$ cat src/rtl/opc_pkg.sv
package opc_pkg;
  typedef enum logic [1:0] {
    SLOT_RD1 = 2'd0,
    SLOT_RD2 = 2'd1,
    SLOT_RD3 = 2'd2,
    SLOT_WB  = 2'd3
  } slot_e;

  // Frame order: three reads, then the write-back slot, then wrap.
  function automatic slot_e slot_after(slot_e s);
    return slot_e'(2'(s) + 2'd1);
  endfunction

  // Operand k's row arrives one slot after its read request.
  function automatic slot_e capture_slot(int k);
    return slot_e'(2'(k + 1));
  endfunction
endpackage

$ cat src/rtl/opc_slot_ctr.sv
module opc_slot_ctr
  import opc_pkg::*;
(
  input  logic  clk,
  input  logic  rst,
  output slot_e slot,
  output logic  frame_start,
  output logic  wb_slot
);
  always_ff @(posedge clk) begin
    if (rst) slot <= SLOT_RD1;
    else     slot <= slot_after(slot);
  end

  assign frame_start = (slot == SLOT_RD1);
  assign wb_slot     = (slot == SLOT_WB);
endmodule

$ cat src/rtl/opc_capture.sv
module opc_capture
  import opc_pkg::*;
#(
  parameter int GW   = 128,
  parameter int NOPS = 3
) (
  input  logic                     clk,
  input  logic                     busy,
  input  slot_e                    slot,
  input  logic [GW-1:0]            rdata,
  output logic [NOPS-1:0][GW-1:0]  ops
);
  for (genvar k = 0; k < NOPS; k++) begin : g_cap
    always_ff @(posedge clk) begin
      if (busy && slot == capture_slot(k)) ops[k] <= rdata;
    end
  end
endmodule

$ cat src/rtl/opc_wb_hold.sv
module opc_wb_hold #(
  parameter int GW = 128,
  parameter int RW = 4
) (
  input  logic          clk,
  input  logic          rst,
  input  logic          res_valid,
  input  logic [GW-1:0] res,
  input  logic [RW-1:0] res_dst,
  input  logic          wb_slot,
  output logic          hold_v,
  output logic [GW-1:0] hold_data,
  output logic [RW-1:0] hold_dst
);
  always_ff @(posedge clk) begin
    if (rst) begin
      hold_v <= 1'b0;
    end else if (res_valid) begin
      hold_v    <= 1'b1;
      hold_data <= res;
      hold_dst  <= res_dst;
    end else if (wb_slot) begin
      hold_v <= 1'b0;
    end
  end
endmodule

$ cat src/rtl/opc_seq.sv
module opc_seq
  import opc_pkg::*;
#(
  parameter int ROWS  = 16,
  parameter int REG_W = 32,
  parameter int GRP   = 4,
  localparam int RW   = $clog2(ROWS),
  localparam int GW   = REG_W * GRP
) (
  input  logic          clk,
  input  logic          rst,
  input  logic          in_valid,
  output logic          in_ready,
  input  logic [RW-1:0] in_src1,
  input  logic [RW-1:0] in_src2,
  input  logic [RW-1:0] in_src3,
  input  logic [RW-1:0] in_dst,
  output logic          mem_en,
  output logic          mem_we,
  output logic [RW-1:0] mem_addr,
  output logic [GW-1:0] mem_wdata,
  input  logic [GW-1:0] mem_rdata,
  output logic          fu_go,
  output logic [GW-1:0] fu_a,
  output logic [GW-1:0] fu_b,
  output logic [GW-1:0] fu_c,
  input  logic          fu_res_valid,
  input  logic [GW-1:0] fu_res
);
  slot_e               slot;
  logic                frame_start, wb_slot, accept, rd_v, go_q, hold_v;
  logic [RW-1:0]       src2_q, src3_q, dst_q, fly_dst, hold_dst;
  logic [GW-1:0]       hold_data;
  logic [2:0][GW-1:0]  ops;

  opc_slot_ctr i_slot (
    .clk(clk), .rst(rst), .slot(slot),
    .frame_start(frame_start), .wb_slot(wb_slot)
  );

  assign in_ready = frame_start;
  assign accept   = in_valid && in_ready;

  always_ff @(posedge clk) begin
    if (rst) begin
      rd_v <= 1'b0;
      go_q <= 1'b0;
    end else begin
      if (frame_start) rd_v <= accept;
      go_q <= wb_slot && rd_v;
    end
  end

  always_ff @(posedge clk) begin
    if (accept) begin
      src2_q <= in_src2;
      src3_q <= in_src3;
      dst_q  <= in_dst;
    end
    if (go_q) fly_dst <= dst_q;
  end

  opc_capture #(.GW(GW), .NOPS(3)) i_cap (
    .clk(clk), .busy(rd_v), .slot(slot), .rdata(mem_rdata), .ops(ops)
  );

  opc_wb_hold #(.GW(GW), .RW(RW)) i_hold (
    .clk(clk), .rst(rst), .res_valid(fu_res_valid), .res(fu_res),
    .res_dst(fly_dst), .wb_slot(wb_slot), .hold_v(hold_v),
    .hold_data(hold_data), .hold_dst(hold_dst)
  );

  always_comb begin
    mem_we   = 1'b0;
    mem_en   = 1'b0;
    mem_addr = in_src1;
    unique case (slot)
      SLOT_RD1: begin mem_en = accept; mem_addr = in_src1; end
      SLOT_RD2: begin mem_en = rd_v;   mem_addr = src2_q;  end
      SLOT_RD3: begin mem_en = rd_v;   mem_addr = src3_q;  end
      SLOT_WB:  begin mem_en = hold_v; mem_we = hold_v; mem_addr = hold_dst; end
      default:  ;
    endcase
  end

  assign mem_wdata = hold_data;
  assign fu_go     = go_q;
  assign fu_a      = ops[0];
  assign fu_b      = ops[1];
  assign fu_c      = ops[2];

  // ready once per frame
  p_ready_gap_r1: assert property (@(posedge clk) disable iff (rst)
    in_ready |=> !in_ready);
  p_ready_period_r1: assert property (@(posedge clk) disable iff (rst)
    in_ready |-> ##4 in_ready);
  // second read follows acceptance with the captured index
  p_src2_follows_r3: assert property (@(posedge clk) disable iff (rst)
    accept |=> (mem_en && !mem_we && mem_addr == $past(in_src2)));
  // launch four cycles after acceptance
  p_launch_delay_r4: assert property (@(posedge clk) disable iff (rst)
    accept |-> ##4 fu_go);
  // unit must not return a result while one is still waiting
  p_hold_free_r5: assert property (@(posedge clk) disable iff (rst)
    fu_res_valid |-> (!hold_v || wb_slot));
  // idle read slots make no access
  p_idle_reads_r6: assert property (@(posedge clk) disable iff (rst)
    (!rd_v && (slot == SLOT_RD2 || slot == SLOT_RD3)) |-> !mem_en);
  // empty write slot makes no access
  p_empty_wb_r7: assert property (@(posedge clk) disable iff (rst)
    (wb_slot && !hold_v) |-> !mem_en);
  // writes only in the write-back slot
  p_write_slot_r8: assert property (@(posedge clk) disable iff (rst)
    mem_we |-> (mem_en && wb_slot && !in_ready));
  // after reset the frame restarts with nothing pending
  p_reset_clean_r9: assert property (@(posedge clk)
    $past(rst) |-> (in_ready && !fu_go && !hold_v));
endmodule

$ cat config.mk
export PLATFORM = sky130hd
export DESIGN_NAME = opc_seq
export DESIGN_NICKNAME = d
export VERILOG_FILES = /design/src/rtl/opc_pkg.sv /design/src/rtl/opc_slot_ctr.sv /design/src/rtl/opc_capture.sv /design/src/rtl/opc_wb_hold.sv /design/src/rtl/opc_seq.sv
export SDC_FILE = /design/constraint.sdc
export NUM_CORES = 1
export LEC_CHECK = 0
export ABC_CLOCK_PERIOD_IN_PS = 11500
export BUFFER_PORTS_ARGS = -buffer_cell sky130_fd_sc_hd__buf_2
export CELL_PAD_IN_SITES_DETAIL_PLACEMENT = 0
export CELL_PAD_IN_SITES_GLOBAL_PLACEMENT = 1
export CORE_AREA = 2 2 310 312
export CTS_BUF_LIST = sky130_fd_sc_hd__clkbuf_16
export CTS_CLUSTER_DIAMETER = 50
export DETAILED_ROUTE_END_ITERATION = 12
export DIE_AREA = 0 0 312 314
export PLACE_DENSITY = 0.54
export SLEW_MARGIN = 0
export SYNTH_ARGS = -nofsm -noshare
export SYNTH_HDL_FRONTEND = slang
export SYNTH_HIERARCHICAL = 1
export SYNTH_SLANG_ARGS = --single-unit
$ cat constraint.sdc
create_clock -name clk -period 11.5 [get_ports clk]
set_input_delay 0 -clock clk [delete_from_list [all_inputs] [get_ports clk]]
set_output_delay 0 -clock clk [all_outputs]
set_load 0.05 [all_outputs]
; ---- Yosys cells after proc, flatten, opt, wreduce, memory -nomap -nowiden
; Index checks and enable logic that the tools add are counted.
[op_classes]
n_addsub = 1
n_eq_ne = 3
n_mux = 5
bitwise_logic = 1
reduce_logical = 8
[ops]
columns = op, n
row1 = $pmux W4 S4, 1
row2 = $eq A2 B2 Y1 const B, 2
row3 = $logic_and A1 B1 Y1, 4
row4 = $mux W1, 3
row5 = $pmux W1 S3, 1
row6 = $add A2 B1 Y2 const B, 1
row7 = $eq A2 B1 Y1 const B, 1
row8 = $logic_not A2 Y1, 1
row9 = $reduce_and A2 Y1, 1
row10 = $reduce_bool A2 Y1, 1
row11 = $reduce_or A2 Y1, 1
row12 = $not A1 Y1, 1
[totals]
reg_bits = 537
input_bits = 276
output_inout_bits = 520
word_cells = 31

; ---- Longest topological paths before layout
[depth]
depth_word = 3
mapped_depth = 5
depth_no_buf = 4

; ---- Cells and area by module
; The synthesis kept the hierarchy.
[modules_own_cells]
columns = module, n_inst, cells_per_inst, area_each_um2, seq_area_each_um2
row1 = opc_capture, 1, 387, 11556.1, 11531.1
row2 = opc_wb_hold, 1, 137, 4006.3, 3983.8
row3 = opc_seq, 1, 46, 725.7, 520.5
row4 = opc_slot_ctr, 1, 8, 82.6, 40.0

; ---- Least setup slack after synthesis
; No wires, ideal clock.
[synth_path]
path_kind = input -> register
startpoint = input port fu_res_valid
endpoint = register i_hold.hold_data[0], enable pin
setup_time_ns = 0.627
t_arrival_ns = 5.516
required_time_ns = 10.873
setup_slack_ns = 5.357
cell_stages = 2
n_path_buf = 0
cell_sequence = inv_1 > nor2_1
[synth_via]
elab_chain_cells = 1
[synth_lines]
columns = item, line
row1 = from (decl), opc_seq.sv:27  ; input logic fu_res_valid,
row2 = $reduce_and A2 Y1 (no source line), --
row3 = to (signal assigned), opc_wb_hold.sv:20  ; hold_data <= res;
row4 = to (decl), opc_wb_hold.sv:12  ; output logic [GW-1:0] hold_data,
; Every way passes these cells.
; A chain may end at the register's enable or synchronous reset.

; ---- Worst setup path after layout
[layout_path]
startpoint = register i_slot.slot[0]
endpoint = register i_cap/ops[109] (netlist bit), enable pin
[layout_via]
elab_chain_cells = 2
[layout_lines]
columns = item, line
row1 = from (decl), opc_slot_ctr.sv:6  ; output slot_e slot,
row2 = from (signal assigned), opc_slot_ctr.sv:12  ; else slot <= slot_after(slot);
row3 = $eq A2 B1 Y1, opc_capture.sv:15  ; if (busy && slot == capture_slot(k)) ops[k] <= rdata;
row4 = $logic_and A1 B1 Y1, opc_capture.sv:15
row5 = "to (signal, indexed assignment)", opc_capture.sv:15
row6 = to (decl), opc_capture.sv:11  ; output logic [NOPS-1:0][GW-1:0] ops
; Every way passes these cells.

==> out/results.txt <==
Outcome = finished clean
Via count = 10501
All-Layer GR Usage = 12.3%
Critical Path RT = 11.72 ns
Peak VDD IR = 0.100 mV
Critical Path Source Type = register
Initial antenna violation count = 22
Drt wl/cell = 20.6 um
Hold slack = 0.103 ns
Ports = 796
H-tree levels = 3
CTS root buf = clkbuf_16
Worst Path Class, Setup = register to register
CORE AREA = 94400 um^2
Final WL = 62800 um
Crit end category = register
Syn nets = 860
Mean Syn Cell Area = 28.3 um^2
Total gr overflow = 0
Worst Tran Pin Value = 1.00 ns
Syn Std Cell Area = 16400 um^2
CTS sink cnt = 537
Final Non-Filler Cells = 3046
IO Port Bufs = 795
TritonCTS clock tree = yes
ANT nets after route = 0
Die height = 314 um
Yosys Warn Count = 6
First-pass GRT wire length = 85400 um
CTS Buf Count = 68
Pwr Total = 4730 uW
Die area = 98000 um^2
Total power divided by cell area = 176 nW/um^2
Yosys top cell by area = edfxtp_1
Critical Path AT = 3.34 ns
Slew HR = 33.2%
Initial Util = 17.3%
Number of global-route vias before repair = 11268
Synth Instances = 578
First-pass iteration count of the detailed router = 4
Number of nets in the layout = 2004
Final non-filler cell area = 26900 um^2
Proportion of synthesized chip area in sequential cells = 98.2%
Setup Skew = 0.0117 ns
Placed cell count = 2645
Largest cells by area after synthesis = edfxtp_1 98%, dfxtp_1 0.61%, ha_1 0.46%
Setup violators final = 0
Later-pin clock latency in the skew report = 0.60 ns
Detail Placement HPWL = 49100 um
DRC viols = 0
Synth cell types = 17
Yosys top cell area share = 97.6%
Max Slew Vio Count = 0
Max Cap Viol = 0
Area after DPL = 22000 um^2
Placer congestion estimate = 0.815
Register bit total from synthesis = 537
Worst Hold Class = input pin to register
Area delta synth->final = 64.6%
Worst-path clk slew = 0.06 ns
Die W = 312 um
Final worst path period share = 27.2%
Row cnt = 113
Setup tns final = 0 ns
CTS max path bufs = 3
Tmin final = 3.12 ns
Hold Violations, Final = 0
Largest net degree at the start of global routing = 68
Fmax = 320 MHz
Leak Pwr = 0.0105 uW
1st-iter DRT viols = 552
Max FO, Critical Path = 61
RSZ-0062 raised after global routing = false
Layout cells sized above 1 = 51.5%
Via-to-Cell Ratio = 3.45
==> cells in the final DEF, fill, tap and decap left out, types with 4 or more instances in the layout <==
master	synthesis	routed
buf_4	0	8
clkbuf_16	0	70
edfxtp_1	532	532
bufinv_16	0	4
ha_1	6	6
clkinv_8	0	4
buf_2	1	795
clkinv_2	0	12
clkinvlp_4	0	7
a222oi_1	4	4
dfxtp_1	5	5
diode_2	0	4
mux2i_1	4	4
inv_6	0	7
inv_1	10	16
dlygate4sd3_1	0	272
clkinv_1	0	12
==> area by class of cell <==
class                           instances  area, um^2
Timing Repair Buffer                 1075        6760
Tap cell                             1265        1580
Clock buffer                           70        1750
Fill cell                            9630       67500
Inverter                               10        37.5
Clock inverter                         55         458
Sequential cell                       537       16100
Antenna cell                            4        10.0
Multi-Input combinational cell         30         272
==> what timing repair did <==
action,CTS,global route
buffers inserted,0,0
endpoints found under the hold margin,559,0
gates resized for setup,0,0
hold buffers,272,0
==> metrics by stage <==
stage	setup WS (ns)	utilization [%]
floorplan	5.36	-
global placement	8.43	23.3
detailed placement	8.30	23.3
CTS	8.30	28.5
global route	8.18	28.5
finish	8.38	28.5
==> synth_stat cells <==
master,count
edfxtp_1,532
inv_1,10
ha_1,6
dfxtp_1,5
a222oi_1,4
mux2i_1,4
nor2_1,3
a21oi_1,2
and3b_1,2
nand2_1,2
nand2b_1,2
a21oi_2,1
a221oi_1,1
and2_2,1
and3_2,1
buf_2,1
nor2b_1,1
==> metal layers <==
layer	part of all wire [%]	track usage (%)	routed length, um	up-vias
li1	-	-	-	4669
met1	36	12.8	22500	5147
met2	53	22.5	33000	572
met3	9.1	4.81	5740	97
met4	2.3	4.16	1460	16
met5	0.17	0	106	-
==> power breakdown <==
part / total, uW / internal, uW / switching, uW
Clock: 2050 / 1210 / 835
Sequential: 2240 / 2220 / 20.6
Combinational: 442 / 135 / 307
Total: 4730 / 3570 / 1160
==> critical path, cell delays in order, from the launching register on <==
cell	delay (ns)
dfxtp_1	0.50
and3b_4	0.76
buf_4	0.59
buf_4	0.75
==> cells by family (layout without fill, tap and decap cells) <==
family	Yosys count	count (layout)	synth area share (%)
buffers and inverters	11	1210	0.260
DFF	537	537	98.2
AOI/OAI and AO/OA	8	8	0.413
and+or+nand+nor	12	12	0.428
muxes	4	4	0.245
adders and majority gates	6	6	0.459
other	0	4	0
==> registers in the layout, indices dropped and copies added, names as in the netlist <==
name,count
i_cap/ops,384
i_hold/hold_data,128
dst_q,4
fly_dst,4
i_hold/hold_dst,4
src2_q,4
src3_q,4
i_slot/slot,2
fu_go,1
i_hold/hold_v,1
rd_v,1
==> path summary, 6_finish.rpt <==
check                  from        endpoint  slack (ns)  depth (start not counted)
max reg2reg  i_slot/slot[0]  i_cap/ops[109]        8.38                          3
min reg2reg        dst_q[3]      fly_dst[3]        0.42                          0
min              in_src3[1]       src3_q[1]        0.10                          2
max          i_slot/slot[0]  i_cap/ops[109]        8.38                          3
Power figures use the tool's default switching activity.
